**config.mk**
```make
export PLATFORM = sky130hd
export DESIGN_NAME = chg_safety_timers
export DESIGN_NICKNAME = d
export VERILOG_FILES = /design/src/rtl/sft_pkg.sv /design/src/rtl/sft_tmr_cnt.sv /design/src/rtl/sft_ctrl.sv /design/src/rtl/sft_status.sv /design/src/rtl/chg_safety_timers.sv
export SDC_FILE = /design/constraint.sdc
export NUM_CORES = 1
export LEC_CHECK = 0
export ABC_AREA = 0
export ABC_CLOCK_PERIOD_IN_PS = 3050
export BUFFER_PORTS_ARGS = -buffer_cell sky130_fd_sc_hd__buf_2
export CORE_UTILIZATION = 35
export DETAILED_ROUTE_END_ITERATION = 10
export REMOVE_ABC_BUFFERS = 1
export SLEW_MARGIN = 20
export SYNTH_ARGS = -nofsm -noshare
export SYNTH_HDL_FRONTEND = slang
export SYNTH_SLANG_ARGS = --single-unit
```
**constraint.sdc**
```tcl
create_clock -name clk -period 3.05 [get_ports clk]
set_clock_uncertainty 0.15 [all_clocks]
set_input_delay 0 -clock clk [delete_from_list [all_inputs] [get_ports clk]]
set_output_delay 0 -clock clk [all_outputs]
set_load 0.01 [all_outputs]
```
**src/rtl/sft_pkg.sv**
```systemverilog
package sft_pkg;
  localparam int NTMR = 4;
  typedef enum int {
    T_WD  = 0,
    T_CHG = 1,
    T_USB = 2,
    T_WU  = 3
  } tmr_idx_e;
endpackage

```
**src/rtl/sft_tmr_cnt.sv**
```systemverilog
module sft_tmr_cnt #(
  parameter int CW = 8
) (
  input  logic          clk,
  input  logic          rst_n,
  input  logic          tick_i,
  input  logic          run_i,
  input  logic          clr_i,
  input  logic [CW-1:0] limit_i,
  output logic          expire_o
);
  logic [CW-1:0] cnt_q;
  logic [CW-1:0] cnt_nxt;
  logic          done_q;

  assign cnt_nxt = cnt_q + 1'b1;

  always_ff @(posedge clk or negedge rst_n) begin
    if (!rst_n) begin
      cnt_q    <= '0;
      done_q   <= 1'b0;
      expire_o <= 1'b0;
    end else begin
      expire_o <= 1'b0;
      if (clr_i) begin
        cnt_q  <= '0;
        done_q <= 1'b0;
      end else if (run_i && tick_i && !done_q) begin
        cnt_q <= cnt_nxt;
        if (cnt_nxt >= limit_i) begin
          done_q   <= 1'b1;
          expire_o <= 1'b1;
        end
      end
    end
  end


  exp_single_chk: assert property (@(posedge clk) disable iff (!rst_n)
    expire_o |=> !expire_o);

  done_hold_chk: assert property (@(posedge clk) disable iff (!rst_n)
    (done_q && !clr_i) |=> (done_q && !expire_o));

  halt_stable_chk: assert property (@(posedge clk) disable iff (!rst_n)
    (!run_i && !clr_i) |=> $stable(cnt_q));
endmodule

```
**src/rtl/sft_ctrl.sv**
```systemverilog
module sft_ctrl
  import sft_pkg::*;
#(
  parameter int CW           = 8,
  parameter int WD_LIM       = 4,
  parameter int HOUR_LIM     = 4,
  parameter int USB_LIM      = 4,
  parameter int WU_LIM       = 4
) (
  input  logic                     clk,
  input  logic                     rst_n,
  input  logic                     st_active_i,
  input  logic                     st_fault_i,
  input  logic                     st_off_i,
  input  logic                     st_weak_wait_i,
  input  logic                     st_weak_safe_i,
  input  logic                     ph_cc_i,
  input  logic                     ph_cv_i,
  input  logic                     reg_wr_i,
  input  logic                     tmr_clr_i,
  input  logic                     wd_dis_i,
  input  logic                     chg_dis_i,
  input  logic                     cv_short_i,
  input  logic                     low_lim_i,
  output logic [NTMR-1:0]          run_o,
  output logic [NTMR-1:0]          clr_o,
  output logic [NTMR-1:0][CW-1:0]  limit_o
);
  localparam logic [CW-1:0] L_WD  = CW'(WD_LIM);
  localparam logic [CW-1:0] L_1H  = CW'(HOUR_LIM);
  localparam logic [CW-1:0] L_2H  = CW'(2 * HOUR_LIM);
  localparam logic [CW-1:0] L_3H  = CW'(3 * HOUR_LIM);
  localparam logic [CW-1:0] L_USB = CW'(USB_LIM);
  localparam logic [CW-1:0] L_WU  = CW'(WU_LIM);

  logic armed_q;
  logic [CW-1:0] chg_lim;

  always_ff @(posedge clk or negedge rst_n) begin
    if (!rst_n) armed_q <= 1'b0;
    else if (reg_wr_i) armed_q <= 1'b1;
  end

  always_comb begin
    if (ph_cc_i)      chg_lim = L_1H;
    else if (ph_cv_i) chg_lim = cv_short_i ? L_1H : L_2H;
    else              chg_lim = L_3H;
  end

  always_comb begin
    run_o[T_WD]  = armed_q && !wd_dis_i && (st_active_i || st_fault_i);
    clr_o[T_WD]  = reg_wr_i || wd_dis_i;
    run_o[T_CHG] = st_active_i && !chg_dis_i;
    clr_o[T_CHG] = tmr_clr_i;
    run_o[T_USB] = st_active_i && low_lim_i;
    clr_o[T_USB] = tmr_clr_i || st_off_i;
    run_o[T_WU]  = low_lim_i && (st_weak_wait_i || st_weak_safe_i);
    clr_o[T_WU]  = !low_lim_i;
    limit_o[T_WD]  = L_WD;
    limit_o[T_CHG] = chg_lim;
    limit_o[T_USB] = L_USB;
    limit_o[T_WU]  = L_WU;
  end


  wd_idle_chk: assert property (@(posedge clk) disable iff (!rst_n)
    !armed_q |-> !run_o[T_WD]);

  wd_state_chk: assert property (@(posedge clk) disable iff (!rst_n)
    run_o[T_WD] |-> (st_active_i || st_fault_i));
endmodule

```
**src/rtl/sft_status.sv**
```systemverilog
module sft_status
  import sft_pkg::*;
(
  input  logic            clk,
  input  logic            rst_n,
  input  logic [NTMR-1:0] expire_i,
  input  logic            reg_wr_i,
  output logic            timeout_o,
  output logic [NTMR-1:0] stat_o
);
  assign timeout_o = |expire_i;

  always_ff @(posedge clk or negedge rst_n) begin
    if (!rst_n) stat_o <= '0;
    else stat_o <= (reg_wr_i ? '0 : stat_o) | expire_i;
  end


  pulse_sets_flag_chk: assert property (@(posedge clk) disable iff (!rst_n)
    timeout_o |=> ($countones(stat_o) > 0));

  sticky_chk: assert property (@(posedge clk) disable iff (!rst_n)
    (!reg_wr_i && !timeout_o) |=> $stable(stat_o));
endmodule

```
**src/rtl/chg_safety_timers.sv**
```systemverilog
module chg_safety_timers
  import sft_pkg::*;
#(
  parameter int TICKS_PER_SEC = 32,
  parameter int WD_SEC        = 32,
  parameter int CHG_HOUR_SEC  = 3600,
  parameter int USB_SEC       = 2048,
  parameter int WU_SEC        = 64
) (
  input  logic       clk,
  input  logic       rst_n,
  input  logic       tick_i,
  input  logic       st_active_i,
  input  logic       st_fault_i,
  input  logic       st_off_i,
  input  logic       st_weak_wait_i,
  input  logic       st_weak_safe_i,
  input  logic       ph_cc_i,
  input  logic       ph_cv_i,
  input  logic       reg_wr_i,
  input  logic       tmr_clr_i,
  input  logic       wd_dis_i,
  input  logic       chg_dis_i,
  input  logic       cv_short_i,
  input  logic       low_lim_i,
  output logic       timeout_o,
  output logic [3:0] to_stat_o
);
  localparam int WD_LIM   = WD_SEC * TICKS_PER_SEC;
  localparam int HOUR_LIM = CHG_HOUR_SEC * TICKS_PER_SEC;
  localparam int USB_LIM  = USB_SEC * TICKS_PER_SEC;
  localparam int WU_LIM   = WU_SEC * TICKS_PER_SEC;
  localparam int M1 = (WD_LIM > 3 * HOUR_LIM) ? WD_LIM : 3 * HOUR_LIM;
  localparam int M2 = (USB_LIM > WU_LIM) ? USB_LIM : WU_LIM;
  localparam int LIM_MAX = (M1 > M2) ? M1 : M2;
  localparam int CW = $clog2(LIM_MAX + 2);

  logic [NTMR-1:0]         run;
  logic [NTMR-1:0]         clr;
  logic [NTMR-1:0][CW-1:0] limit;
  logic [NTMR-1:0]         expire;

  sft_ctrl #(
    .CW(CW), .WD_LIM(WD_LIM), .HOUR_LIM(HOUR_LIM),
    .USB_LIM(USB_LIM), .WU_LIM(WU_LIM)
  ) u_ctrl (
    .clk(clk), .rst_n(rst_n),
    .st_active_i(st_active_i), .st_fault_i(st_fault_i),
    .st_off_i(st_off_i), .st_weak_wait_i(st_weak_wait_i),
    .st_weak_safe_i(st_weak_safe_i), .ph_cc_i(ph_cc_i),
    .ph_cv_i(ph_cv_i), .reg_wr_i(reg_wr_i), .tmr_clr_i(tmr_clr_i),
    .wd_dis_i(wd_dis_i), .chg_dis_i(chg_dis_i),
    .cv_short_i(cv_short_i), .low_lim_i(low_lim_i),
    .run_o(run), .clr_o(clr), .limit_o(limit)
  );

  for (genvar g = 0; g < NTMR; g++) begin : g_tmr
    sft_tmr_cnt #(.CW(CW)) u_cnt (
      .clk(clk), .rst_n(rst_n), .tick_i(tick_i),
      .run_i(run[g]), .clr_i(clr[g]), .limit_i(limit[g]),
      .expire_o(expire[g])
    );
  end

  sft_status u_stat (
    .clk(clk), .rst_n(rst_n), .expire_i(expire),
    .reg_wr_i(reg_wr_i), .timeout_o(timeout_o), .stat_o(to_stat_o)
  );


  wd_dis_chk: assert property (@(posedge clk) disable iff (!rst_n)
    (wd_dis_i && $past(wd_dis_i)) |-> !expire[T_WD]);
endmodule

```
---- Yosys cells after proc, flatten, opt, wreduce, memory -nomap -nowiden ----
Index checks and enable logic that the tools add are counted.
word-level totals
  word-level logic and storage cells ...... 95
  memory bits (writable) .................. 0
  memories ................................ 0
  bits of input ports ..................... 16
  latch bits .............................. 0
  memory bits (read-only) ................. 0
  bits in registers ....................... 89
operators by class
  equal/unequal tests ..................... 2
  shift operators ......................... 0
  divide/modulo/power cells ............... 0
  multiply operators ...................... 0
  bitwise operators ....................... 1
  mux-type cells .......................... 36
  add/subtract/negate cells ............... 4
  order comparisons ....................... 4
  reductions and logical operators ........ 34
operator list
  operator                                                                               number
  19-bit two-way mux                                                                     10
  19-bit by 1-bit adder with 19-bit output, second input constant                        4
  1-bit two-way mux                                                                      24
  19-bit by 11-bit greater-or-equal comparator with 1-bit output, second input constant  1
  19-bit by 12-bit greater-or-equal comparator with 1-bit output, second input constant  1
  19-bit by 17-bit greater-or-equal comparator with 1-bit output, second input constant  1
  19-bit greater-or-equal comparator                                                     1
  18-bit two-way mux                                                                     1
  1-bit logical AND                                                                      13
  2-bit nonzero test                                                                     6
  2-bit AND reduction                                                                    4
  1-bit zero test                                                                        6
  1-bit logical OR                                                                       4
  4-bit two-way mux                                                                      1
  2-bit by 1-bit inequality test with 1-bit output, second input constant                2
  4-bit OR                                                                               1
  4-bit OR reduction                                                                     1

---- Logic depth before layout (Yosys ltp) ----
  depth after elaboration ................. 7
  depth in mapped cells ................... 13

---- Cells and area by module ----
Synthesis repeated with hierarchy kept, for this count alone.
second synthesis, totals
  cell total of the unflattened synthesis .. 924
  area, all modules ....................... 7761.2 µm²
modules (own cells, without submodules)
  module                            cells an instance  instances  area each (µm²)  sequential area each (µm²)
  sft_tmr_cnt (g_tmr[0].u_cnt ...)  206                3          1736.7           525.5
  sft_tmr_cnt (g_tmr[1].u_cnt)      206                1          1746.7           525.5
  sft_ctrl                          90                 1          661.9            25.0
  sft_status                        10                 1          142.6            100.1

---- Worst setup path before layout ----
No wires, ideal clock.
  path type ............................... register to register
  from .................................... register g_tmr[1].u_cnt.cnt_q[0]
  to ...................................... register g_tmr[1].u_cnt.done_q
  setup time .............................. 132 ps
  stages on the path, launching flop included .. 11
  buffers on the path ..................... 0
  data required time ...................... 2768 ps
  slack ................................... 563 ps
  arrival time ............................ 2204 ps
  clock period less this slack ............ 2487 ps
  path through ............................ dfrtp_1 -> ha_1 -> nand2_1 -> nor3_1 -> xnor2_1 -> ha_1 -> a2111o_1 -> o22ai_1 -> a31oi_1 -> o2111ai_1 -> nand3_1
on the way
  cells in the longest elaborated chain, start to end .. 4
RTL lines
  item                                      RTL line           RTL
  start: declaration                        sft_tmr_cnt.sv:12  logic [CW-1:0] cnt_q;
  start signal: assignment                  sft_tmr_cnt.sv:29  cnt_q <= cnt_nxt;
  19-bit by 1-bit adder with 19-bit output  sft_tmr_cnt.sv:16  assign cnt_nxt = cnt_q + 1'b1;
  19-bit greater-or-equal comparator        sft_tmr_cnt.sv:30  if (cnt_nxt >= limit_i) begin
  2-bit nonzero test (no source line)       -
  2-bit AND reduction (no source line)      -
  end signal: assignment                    sft_tmr_cnt.sv:21  done_q <= 1'b0;
  end signal: assignment                    sft_tmr_cnt.sv:27  done_q <= 1'b0;
  end signal: assignment                    sft_tmr_cnt.sv:31  done_q <= 1'b1;
  end: declaration                          sft_tmr_cnt.sv:14  logic done_q;
Every way passes these cells.
A chain may end at the register's enable or synchronous reset.

---- Final worst setup path ----
Ends and elaborated chain as after synthesis.

==> results.ini <==
[detailed_routing]
first_iter_violations = 230
drt_first_pass_iters = 4
drt-total-wl_um = 11090
vias_per_cell = 5.353
via_count = 4068
ant_nets = 0
drc = 0
wl_per_cell_um = 14.59

[sta]
timing.fmax_ghz = 0.3550
finalCritPeriodShare_pct = 92.37
post-route-min-period_ns = 2.817
setup_viol = 0
slew_viol_final = 0
worst_pin_slew_ns = 0.6994
rsz0062_at_grt = no
setup_tns_ns = 0
slew_headroom_pct = 52.98
finalHoldViolations = 0

[setup_path]
crit_required_ns = 3.19
rrSetupSlack_ns = 0.23
crit_path_start = g_tmr[1].u_cnt.cnt_q[0]
cp-end-kind = flop
rr_worst_depth = 13
critPathMaxFanout = 5
worst-setup-path-type = flop to flop
cp.arrival_ns = 2.96
cp-start-kind = flop
rr_startpoint = g_tmr[1].u_cnt.cnt_q[0]

[floorplan]
die_h_um = 122.6
ios = 21
die_x_um = 122.6
initial_utilization_pct = 36.24
core_area_um2 = 14040
dieArea_um2 = 15020
std_cell_rows = 43

[worst_hold_path]
hp-class = input pin to flop
min-delay-start = st_weak_wait_i
holdPathStages = 5

[final_layout]
multi_input_area_um2 = 2726
num-nets-final = 601
ff_latch_area_um2 = 2227
fillCellCount = 1352
utilization_pct = 41.28
drive_above_1_share_pct = 11.38
area_growth_pct = 13.92
final_common_cell = dfrtp_1
final_cells = 760
diodes = 0
layout_common_cells = 89 x dfrtp_1, 75 x nor2_1, 50 x nand2_1, 34 x xnor2_1, 33 x xor2_1

[global_routing]
grt_util_all_layers_pct = 16.33
overflow = 0
grt_pass1_vias = 3926
antenna_found_initial = 0
grt_max_degree = 49
grt_pass1_wl_um = 19110

[placed_design]
io_buffers = 20
dp_hpwl_um = 7807
gp_congestion = 0.8646
placedCellCount = 737

[power]
irDropWorstVdd_mv = 0.2713
leakagePower_nw = 2.550
powerDensity_nw_per_um2 = 445.2

[yosys]
synth_edf_count = 0
ys_warn_count = 0
ys_ff_latch = 89
async_flop_share_pct = 100.0
yosysSeqAreaShare_pct = 43.77
synth_cell_types = 64
synthFlopType = dfrtp_1
avgSynthCellArea_um2 = 9.235
synthCells = 551
netlist_area_um2 = 5089

[cts]
cts_buffers = 9
clk_pin_slew_ns = 0.07
worstSkewPairLatency_ns = 0.36
clock-sinks = 89
clockBufferDepth = 2
htreeDepth = 3
cts_tree = built
root_buffer = clkbuf_16

[run_status]
status = finished clean

[flow_run]
maxCapViolations = 0

==> critical path, stage by stage (launching register included) <==
cell and delay (ns):
dfrtp_1 0.43, ha_1 0.24, nand2_1 0.15, nor2_1 0.22, nand2_1 0.11, nor2_1 0.12, xor2_1 0.08, ha_1 0.29
nand3_1 0.07, nor2_1 0.08, o21ai_0 0.08, a2111oi_0 0.46, o2111ai_1 0.18, nand3_1 0.11
==> synthesized netlist by cell type (all sizes together), types with 7 or more instances <==
cell / count / area share [%]
nor2: 75 / 5.5
clkbuf: 15 / 1.1
dfrtp: 89 / 44
or3: 9 / 1.1
nor4: 7 / 1.6
or2: 7 / 0.86
nand3: 29 / 3.1
a21oi: 11 / 1.1
ha: 10 / 2.5
nor3: 11 / 1.2
xnor2: 34 / 5.9
and2: 27 / 3.4
o21ai: 25 / 2.5
and3: 12 / 1.6
nand2: 50 / 3.7
nand4: 26 / 3.7
inv: 13 / 0.96
xor2: 33 / 5.7
==> cell type report <==
cell class              count  share of cell area (%)
clock buffers               9                   3.885
clock inverters             7                   2.051
inverters                  13                  0.8418
multi-input cells         428                   47.03
flip-flops and latches     89                   38.42
well taps                 180                   3.885
repair buffers             34                   3.885
==> where the power goes <==
part	total, W	leakage [nW]	internal (W)	switching (W)
registers	0.00119	1.24	0.00118	0.00000472
clock network	0.00128	0.162	0.000800	0.000481
logic	0.000110	1.15	0.0000350	0.0000745
total	0.00258	2.55	0.00202	0.000561
==> timing repair <==
item / 4_1_cts / 5_1_grt
hold buffers: 7 / 0
resized for setup: 0 / 0
endpoints found under the hold margin: 74 / 0
buffers inserted: 0 / 0
==> flip-flops by register name (all words and copies together) (netlist names) <==
name	flops
g_tmr.u_cnt.cnt_q	76
u_ctrl.armed_q	1
u_stat.stat_o	4
g_tmr.u_cnt.done_q	4
g_tmr.u_cnt.expire_o	4
==> through the flow <==
stage | hold WS (ns) | setup slack (ns) | power, W | instance area (um2)
final | 0.01506 | 0.2328 | 0.002581 | 5797
after global routing | 0.02634 | 0.01656 | 0.002666 | 5797
after CTS | 0.009836 | 0.2311 | 0.002614 | 5797
after detailed placement | -0.07490 | 0.2281 | 0.001319 | 5383
after global placement | -0.09020 | 0.3942 | 0.001315 | 5383
after floorplan | -0.4456 | 0.5633 | 0.001250 | 5002
==> final timing paths <==
kind | to
setup / recovery | g_tmr[1].u_cnt.done_q
hold reg to reg | u_stat.stat_o[0]
setup reg to reg | g_tmr[1].u_cnt.done_q
min in group asynchronous | g_tmr[3].u_cnt.cnt_q[8]
hold / removal | g_tmr[3].u_cnt.expire_o
max in group asynchronous | g_tmr[1].u_cnt.cnt_q[0]
==> routing by layer <==
metal	routed length, um	vias to the layer above	track usage, %
met5	0	-	0
met4	248	0	7.393
met2	5104	61	25.49
met3	278	19	2.556
met1	5457	2000	22.26
li1	-	1988	-
==> cells by family (layout without fill, tap and decap cells) <==
family                     count (synthesis)  in the layout  share of synthesized area (%)
AOI/OAI and AO/OA                         77             77                          10.23
xor gates and xnor gates                  67             67                          11.53
adders and majority gates                 10             10                          2.459
buffers and inverters                     34             63                          2.656
DFF                                       89             89                          43.77
muxes                                      4              4                         0.7869
and+or+nand+nor                          270            270                          28.57
No activity file was read; power rests on OpenSTA's default activity.
